[config.mk]
export PLATFORM = sky130hd
export DESIGN_NAME = psram_init_seq
export DESIGN_NICKNAME = d
export VERILOG_FILES = /design/src/rtl/psram_init_seq.sv
export SDC_FILE = /design/constraint.sdc
export NUM_CORES = 1
export LEC_CHECK = 0
export BUFFER_PORTS_ARGS = -buffer_cell sky130_fd_sc_hd__buf_4
export CAP_MARGIN = 20
export CORE_UTILIZATION = 58
export CTS_CLUSTER_SIZE = 14
export DETAILED_ROUTE_END_ITERATION = 10
export PLACE_DENSITY = 0.8
export SYNTH_ARGS = -nofsm -noshare
export SYNTH_HDL_FRONTEND = slang
export SYNTH_SLANG_ARGS = --single-unit
[constraint.sdc]
create_clock -name clk -period 2.73 [get_ports clk]
set_clock_uncertainty 0.1 [all_clocks]
set_input_delay 0.1365 -clock clk [delete_from_list [all_inputs] [get_ports clk]]
set_output_delay 0.1365 -clock clk [all_outputs]
set_load 0.05 [all_outputs]
[src/rtl/psram_init_seq.sv]
module psram_init_seq #(
  parameter int HALF_CYC = 2,
  parameter int GAP_CYC  = 2
) (
  input  logic        clk,
  input  logic        rst_n,
  input  logic        start,
  output logic        cs_n,
  output logic        sclk,
  output logic [3:0]  dq_o,
  output logic [3:0]  dq_oe,
  input  logic [3:0]  dq_i,
  output logic        busy,
  output logic        done,
  output logic        error,
  output logic [1:0]  size_code,
  output logic        early_rev,
  output logic [23:0] dev_id
);

  localparam int CMAX = (HALF_CYC > GAP_CYC) ? HALF_CYC : GAP_CYC;
  localparam int CW   = $clog2(CMAX) + 1;
  localparam int ID_RX_BITS = 24;
  localparam int ID_SLOTS   = 8 + 24 + ID_RX_BITS;

  localparam logic [2:0] ST_IDLE = 3'd0, ST_LOAD = 3'd1, ST_XFER = 3'd2,
                         ST_TAIL = 3'd3, ST_GAP  = 3'd4, ST_FIN  = 3'd5;
  localparam logic [2:0] SP_EXIT = 3'd0, SP_ID = 3'd1, SP_RSTEN = 3'd2,
                         SP_RST  = 3'd3, SP_QEN = 3'd4;

  logic [2:0]    state, step;
  logic [31:0]   tx_sr;
  logic [23:0]   rx_sr;
  logic [5:0]    slots;
  logic [CW-1:0] cnt;
  logic          quad, hi, retry;
  logic          cs_q, sclk_q, done_q, err_q, early_q;
  logic [1:0]    size_q;
  logic [23:0]   id_q;

  logic [23:0] id_now;
  logic [7:0]  eid;
  logic        kgd_ok, rx_phase, tail_en;
  logic [1:0]  size_dec;
  logic        unused_in;

  assign unused_in = ^{dq_i[3:2], dq_i[0]};
  assign id_now    = {rx_sr[7:0], rx_sr[15:8], rx_sr[23:16]};
  assign eid       = id_now[23:16];
  assign kgd_ok    = (id_now[15:8] == 8'h5D);
  assign rx_phase  = (step == SP_ID) && (slots <= 6'(ID_RX_BITS));
  assign tail_en   = (step == SP_EXIT) || (step == SP_ID) || early_q;

  always_comb begin
    if (eid == 8'h26) size_dec = 2'd2;
    else begin
      case (eid[7:5])
        3'd0:    size_dec = 2'd0;
        3'd1:    size_dec = 2'd1;
        3'd2:    size_dec = 2'd2;
        default: size_dec = 2'd3;
      endcase
    end
  end

  assign cs_n      = cs_q;
  assign sclk      = sclk_q;
  assign dq_o      = quad ? tx_sr[31:28] : {3'b000, tx_sr[31]};
  assign dq_oe     = (state != ST_XFER) ? 4'h0 :
                     quad ? 4'hF : (rx_phase ? 4'h0 : 4'h1);
  assign busy      = (state != ST_IDLE) && (state != ST_FIN);
  assign done      = done_q;
  assign error     = err_q;
  assign size_code = size_q;
  assign early_rev = early_q;
  assign dev_id    = id_q;

  always_ff @(posedge clk or negedge rst_n) begin
    if (!rst_n) begin
      state   <= ST_IDLE;
      step    <= SP_EXIT;
      tx_sr   <= '0;
      rx_sr   <= '0;
      slots   <= '0;
      cnt     <= '0;
      quad    <= 1'b0;
      hi      <= 1'b0;
      retry   <= 1'b0;
      cs_q    <= 1'b1;
      sclk_q  <= 1'b0;
      done_q  <= 1'b0;
      err_q   <= 1'b0;
      early_q <= 1'b0;
      size_q  <= 2'd0;
      id_q    <= '0;
    end else begin
      case (state)
        ST_IDLE, ST_FIN: begin
          if (start) begin
            done_q  <= 1'b0;
            err_q   <= 1'b0;
            early_q <= 1'b0;
            size_q  <= 2'd0;
            id_q    <= '0;
            retry   <= 1'b0;
            step    <= SP_EXIT;
            state   <= ST_LOAD;
          end
        end
        ST_LOAD: begin
          quad  <= (step == SP_EXIT);
          slots <= (step == SP_EXIT) ? 6'd2 :
                   (step == SP_ID)   ? 6'(ID_SLOTS) : 6'd8;
          case (step)
            SP_EXIT:  tx_sr <= {8'hF5, 24'h0};
            SP_ID:    tx_sr <= {8'h9F, 24'h0};
            SP_RSTEN: tx_sr <= {8'h66, 24'h0};
            SP_RST:   tx_sr <= {8'h99, 24'h0};
            default:  tx_sr <= {8'h35, 24'h0};
          endcase
          hi    <= 1'b0;
          cnt   <= CW'(HALF_CYC - 1);
          cs_q  <= 1'b0;
          state <= ST_XFER;
        end
        ST_XFER: begin
          if (cnt != '0) cnt <= cnt - 1'b1;
          else begin
            cnt <= CW'(HALF_CYC - 1);
            if (!hi) begin
              sclk_q <= 1'b1;
              hi     <= 1'b1;
              if (rx_phase) rx_sr <= {rx_sr[22:0], dq_i[1]};
            end else begin
              sclk_q <= 1'b0;
              hi     <= 1'b0;
              tx_sr  <= quad ? {tx_sr[27:0], 4'h0} : {tx_sr[30:0], 1'b0};
              slots  <= slots - 1'b1;
              if (slots == 6'd1) begin
                cs_q <= 1'b1;
                if (tail_en) state <= ST_TAIL;
                else begin
                  state <= ST_GAP;
                  cnt   <= CW'(GAP_CYC - 1);
                end
              end
            end
          end
        end
        ST_TAIL: begin
          if (cnt != '0) cnt <= cnt - 1'b1;
          else if (!hi) begin
            sclk_q <= 1'b1;
            hi     <= 1'b1;
            cnt    <= CW'(HALF_CYC - 1);
          end else begin
            sclk_q <= 1'b0;
            hi     <= 1'b0;
            cnt    <= CW'(GAP_CYC - 1);
            state  <= ST_GAP;
          end
        end
        ST_GAP: begin
          if (cnt != '0) cnt <= cnt - 1'b1;
          else begin
            state <= ST_LOAD;
            case (step)
              SP_EXIT:  step <= SP_ID;
              SP_ID: begin
                id_q <= id_now;
                if (kgd_ok) begin
                  early_q <= (eid == 8'h20);
                  size_q  <= size_dec;
                  step    <= SP_RSTEN;
                end else if (!retry) begin
                  retry <= 1'b1;
                end else begin
                  err_q <= 1'b1;
                  state <= ST_FIN;
                end
              end
              SP_RSTEN: step <= SP_RST;
              SP_RST:   step <= SP_QEN;
              default: begin
                done_q <= 1'b1;
                state  <= ST_FIN;
              end
            endcase
          end
        end
        default: state <= ST_IDLE;
      endcase
    end
  end

endmodule


==> flow_metrics.tcl, run 1 <==
set metrics [dict create \
    status "complete, no violations" \
    worst_slew_pin_slew_ns 0.997 \
    r2r_slack_ns 0.30 \
    cp.arrival_ns 2.58 \
    gp_congestion 0.838 \
    synth-async-reset-ratio_pct 100 \
    cts_buffer_depth 2 \
    synth.cell_area_sq_mm 0.00387 \
    ant_nets 0 \
    rsz0062_at_grt "false" \
    p_leak_nw 2.07 \
    cts_num_sinks 80 \
    slowest_stage "a211oi_2" \
    synth_top_area_share_pct 51.1 \
    drive_above_1_share_pct 23.5 \
    ys_warn_count 0 \
    grt_pass1_vias 2862 \
    peakVddDrop_v 0.000399 \
    ys_seq_area_share_pct 51.7 \
    overflow 0 \
    timing.final.crit_share_pct 88.9 \
    p_per_area_mw_per_mm2 488 \
    rows 29 \
    grtUsageTotal_pct 23.1 \
    syn_to_final_growth_pct 15.7 \
    hold_viol_final 0 \
    critPathTopFamily "compound AO/OA/AOI/OAI gates" \
    max_cap_viol_count 0 \
    yosys.area_share.simple_pct 16.0 \
    synth_fa_ha_area_share_pct 1.62 \
    synth_compound_area_share_pct 16.2 \
    clock_latency_ns 0.36 \
    coreArea_sq_mm 0.00639 \
    max_freq_ghz 0.412 \
    start_util_pct 60.6 \
    critical_path_buf_inv_count 1 \
    fin_crit_ns 2.43 \
    n_fill_cell 476 \
    die-area_sq_mm 0.00700 \
    cp_max_fo 13 \
    cp_cell_sequence "inv_1 -> ha_1 -> mux2i_1 -> a211oi_2 -> o21ai_0 -> a22o_1" \
    routedWlPerCell_um 15.5 \
    die_h_um 83.7 \
    cts_root_buf "clkbuf_8" \
    synth_nets 398 \
    synth_top_cell_by_area "dfrtp_1" \
    grt_max_degree 81 \
    antenna_found_initial 0 \
    instances_no_fill 506 \
    hold_path.class "in2async" \
    drc 0 \
    n_antenna_cell 0 \
    die_w_um 83.7 \
    synthMuxAreaShare_pct 9.37 \
    synth-edff-count 0 \
    synth_top_family_by_area "compound AO/OA/AOI/OAI gates" \
    dp_cells 487 \
    cp.required_ns 2.88 \
    slew_violations 0 \
    synth-seq-cells 80 \
    clkTransAtPathRegs_ns 0.08 \
    dr_total_vias 2954 \
    drt-total-wl_um 7840 \
    seq_area_sq_mm 0.00200 \
    dp_hpwl_um 5190 \
    floorplan.io_pins 47 \
    ys.flop_type "dfrtp_1" \
    synth_most_common_cell "dfrtp_1" \
    finalPower_mw 2.18 \
    start_kind "flop" \
    relSlewSlack_pct 33.6 \
    multi_input_area_sq_mm 0.00170 \
    path_class "reg2reg" \
    setup_tns_ns 0 \
    setup_violations 0 \
    fin_nets 436 \
    finish.instance_area_sq_mm 0.00448 \
    synth_cell_types 54 \
    yosys-top-cells-area "dfrtp_1 (51%), mux2_2 (7.6%), nand2_1 (6.4%)" \
    syn_avg_cell_area_sq_um 10.0 \
    synth_commonest_cells "dfrtp_1 (79), nand2_1 (66), o21ai_0 (43), mux2_2 (26), nor2_1 (24)" \
    cp_slowest_stage_delay_ns 0.47 \
    post-cts-setup-buffers 0 \
    grt_pass1_wl_um 13000 \
    cts_tree "done" \
    io_buffer_count 43 \
    h-tree-depth 3 \
    fin_util_pct 70.1 \
    syn_inst 386 \
    end_kind "flop" \
    avgViaCountPerCell 5.84 \
    place_area_sq_mm 0.00423 \
    synth_xor_area_share_pct 0.452 \
    first_iter_violations 202 \
    drtPass1Iterations 4 \
    cts_made_buffers 9 \
]
## timing repair
item	4_1_cts	5_1_grt
resized for setup	0	0
hold buffers	3	0
hold endpoints to repair	81	0
## cells in the final DEF (no fill, tap or decap), types with 2 or more instances in the layout
master | Yosys | final
a21oi_1 | 11 | 11
nor3b_1 | 2 | 2
o2bb2ai_1 | 2 | 2
nor2b_1 | 6 | 6
clkbuf_8 | 0 | 9
a221oi_1 | 2 | 2
dfrtp_1 | 79 | 79
bufinv_16 | 0 | 2
a211oi_1 | 3 | 3
o21ai_0 | 43 | 43
nor3b_2 | 2 | 2
o22a_1 | 3 | 3
a22o_1 | 3 | 3
o21a_1 | 2 | 2
nor3_1 | 7 | 7
clkinvlp_4 | 0 | 2
dlygate4sd3_1 | 0 | 3
a221o_1 | 2 | 2
and3_1 | 2 | 2
nand2_1 | 66 | 66
ha_1 | 5 | 5
nor2_1 | 24 | 24
mux2_2 | 26 | 26
mux2i_1 | 7 | 7
a31oi_1 | 8 | 8
buf_4 | 4 | 50
inv_1 | 10 | 10
a21o_1 | 5 | 5
nand2b_1 | 5 | 5
xnor2_1 | 2 | 2
and2_1 | 5 | 5
o22ai_1 | 2 | 2
nand4b_1 | 2 | 2
## registers in the layout, summed over array words and instances (netlist names), 2 cells and up
signal and count:
cnt 2, dev_id 24, rx_sr 24, size_code 2, slots 6, state 3, step 3, tx_sr 8
## cell families (layout without fill, tap and decap cells)
logic type	Yosys count	in the layout
compound gates	99	99
xor+xnor	2	2
fa+ha+maj	5	5
buf+inv	37	80
flops	80	80
mux	33	33
simple gates	130	130
## worst register-to-register path, stage by stage, from the launching register on
cell and delay, ns:
dfrtp_1 0.45, inv_1 0.09, ha_1 0.46, mux2i_1 0.21, a211oi_2 0.47, o21ai_0 0.26
a22o_1 0.29
## area by class of cell
| type | instances | share of cell area [%] |
|---|---|---|
| sequential | 80 | 44.7 |
| timing repair buffer | 54 | 9.50 |
| inverter | 10 | 0.838 |
| clock buffer | 10 | 2.85 |
| multi-input combinational | 269 | 37.9 |
| tap | 77 | 2.15 |
| clock inverter | 6 | 2.07 |
## layer usage
layer	GRT usage [%]	vias to the layer above	wire, um
met5	0	-	0
met2	38.3	72	3820
met3	5.44	9	398
li1	-	1428	-
met1	30.1	1445	3530
met4	7.70	0	90
## stage by stage
step,setup WS (ns),hold WS (ns)
floorplan,0.350,-0.259
global placement,0.490,0.259
detailed placement,0.388,0.262
CTS,0.363,0.392
global route,0.208,0.412
finish,0.302,0.370
## worst paths after layout
path / startpoint / to / cells after the start
min reg2reg: dev_id[0] / dev_id[0] / 2
max: cnt[0] / size_code[0] / 6
min: rst_n / sclk / 2
max reg2reg: cnt[0] / size_code[0] / 6
min in group clk: dev_id[0] / dev_id[0] / 2
max in group asynchronous: rst_n / rx_sr[20] / 2
## report_power, final
part,total (mW),internal (mW),switching (mW),leakage [nW]
Clock,0.970,0.520,0.450,0.103
Sequential,1.18,1.18,0,1.07
Combinational,0.0305,0.00596,0.0246,0.890
Note: power is estimated with default switching activity, not from simulation.
==> inputs of run 2 (changes only) <==
--- a/config.mk
+++ b/config.mk
@@ -7,10 +7,12 @@
 export LEC_CHECK = 0
 export BUFFER_PORTS_ARGS = -buffer_cell sky130_fd_sc_hd__buf_4
 export CAP_MARGIN = 20
-export CORE_UTILIZATION = 58
+export CELL_PAD_IN_SITES_DETAIL_PLACEMENT = 1
+export CELL_PAD_IN_SITES_GLOBAL_PLACEMENT = 2
+export CORE_UTILIZATION = 37
 export CTS_CLUSTER_SIZE = 14
 export DETAILED_ROUTE_END_ITERATION = 10
-export PLACE_DENSITY = 0.8
+export PLACE_DENSITY = 0.87
 export SYNTH_ARGS = -nofsm -noshare
 export SYNTH_HDL_FRONTEND = slang
 export SYNTH_SLANG_ARGS = --single-unit
==> flow_metrics.tcl, run 2 (same netlist as run 1, synthesis figures left out) <==
set metrics [dict create \
    dp_hpwl_um 6060 \
    place_area_sq_mm 0.00430 \
    instances_no_fill 563 \
    cp.arrival_ns 2.58 \
    path_class "reg2reg" \
    fin_nets 437 \
    cp_cell_sequence "inv_1 -> ha_1 -> nor4bb_1 -> and3_1 -> buf_12 -> mux2_2" \
    timing.final.crit_share_pct 89.3 \
    worst_slew_pin_slew_ns 0.705 \
    r2r-start "cnt[0]" \
    max_cap_viol_count 0 \
    drive_above_1_share_pct 24.0 \
    timing.hold.ws_ns 0.0506 \
    finalWorstSetupSlack_ns 0.293 \
    max_freq_ghz 0.410 \
    layout.cells.most_common "dfrtp_1" \
    die_w_um 104 \
    dp_cells 543 \
    drt-total-wl_um 8980 \
    fin_crit_ns 2.44 \
    clkTransAtPathRegs_ns 0.08 \
    h-tree-depth 3 \
    post-cts-setup-buffers 0 \
    relSlewSlack_pct 53.0 \
    start_kind "flop" \
    cts_made_buffers 9 \
    grt_max_degree 81 \
    start_util_pct 38.9 \
    cp.required_ns 2.87 \
    grt_pass1_wl_um 15600 \
    cts_num_sinks 80 \
    finish.instance_area_sq_mm 0.00457 \
    hold_path.class "in2async" \
    critical_path_buf_inv_count 2 \
    cp_slowest_stage_delay_ns 0.46 \
    n_fill_cell 1126 \
    clock_latency_ns 0.36 \
    rows 36 \
    rsz0062_at_grt "false" \
    gp_congestion 0.750 \
    setup_tns_ns 0 \
    routedWlPerCell_um 15.9 \
    r2r_slack_ns 0.29 \
    die-area_sq_mm 0.0109 \
    io_buffer_count 43 \
    avgViaCountPerCell 5.21 \
    dr_total_vias 2933 \
    p_leak_nw 2.08 \
    critPathTopFamily "simple AND/OR/NAND/NOR gates" \
    slew_violations 0 \
    crit_path_start "cnt[0]" \
    finalPower_mw 2.16 \
    syn_to_final_growth_pct 18.1 \
    n_antenna_cell 0 \
    first_iter_violations 120 \
    end_kind "flop" \
    grtUsageTotal_pct 18.0 \
    mostFrequentLayoutCells "dfrtp_1 (79), nand2_1 (66), buf_4 (50), o21ai_0 (43), mux2_2 (26)" \
    cts_resized 0 \
    drc 0 \
    reg2regPathDepth 6 \
    setup_violations 0 \
    antenna_found_initial 0 \
    grt_pass1_vias 3026 \
    hold_buffers 3 \
    die_h_um 104 \
    peakVddDrop_v 0.000323 \
    cts_buffer_depth 2 \
    dpl_worst_slack_ns 0.308 \
    drtPass1Iterations 4 \
    r2r_end "rx_sr[13]" \
    slowest_stage "ha_1" \
    hold_viol_final 0 \
    cp_max_fo 24 \
    cts_root_buf "clkbuf_8" \
    overflow 0 \
    ant_nets 0 \
    cts_tree "done" \
    fin_util_pct 45.9 \
    coreArea_sq_mm 0.00995 \
    p_per_area_mw_per_mm2 473 \
    floorplan.io_pins 47 \
    status "complete, no violations" \
]
run 2: cell count changes in the layout (fill, tap and decap cells not counted):
cell,change
buf_16,+1
bufinv_16,-1
clkbuf_1,-1
clkbuf_8,+2
clkinv_4,+1
clkinvlp_4,-1
run 2: layer usage:
layer,wire length (um),track usage (%)
met5,0,0
met1,4300,24.1
met2,4330,28.7
met4,135,6.43
met3,214,3.70
run 2: worst max-delay path by stage:
stage / cells past startpoint / to / slack, ns
3_3_place_gp: 6 / rx_sr[3] / 0.41
3_5_place_dp: 6 / rx_sr[20] / 0.31
2_1_floorplan: 5 / dq_oe[2] / 0.35
4_1_cts: 6 / rx_sr[13] / 0.29
5_1_grt: 6 / size_code[0] / 0.12
6_report: 6 / rx_sr[13] / 0.29
run 2: worst reg2reg max path, cell delays in order (launching register included):
cell	delay, ns
dfrtp_1	0.44
inv_1	0.09
ha_1	0.46
nor4bb_1	0.38
and3_1	0.29
buf_12	0.20
mux2_2	0.36
run 2: area by class of cell:
cell class | count | area, sq um | share of cell area, %
clock buffer | 11 | 151 | 3.31
clock inverter | 5 | 63.8 | 1.40
inverter | 10 | 37.5 | 0.821
multi-input combinational | 269 | 1700 | 37.1
sequential | 80 | 2000 | 43.8
tap | 133 | 166 | 3.64
timing repair buffer | 55 | 453 | 9.91
run 2: where the power goes:
part	internal (mW)	switching, mW	total, mW	leakage (nW)
combinational	0.0101	0.0265	0.0366	0.902
sequential	1.18	0	1.18	1.07
clock	0.479	0.462	0.941	0.106
total	1.67	0.489	2.16	2.08
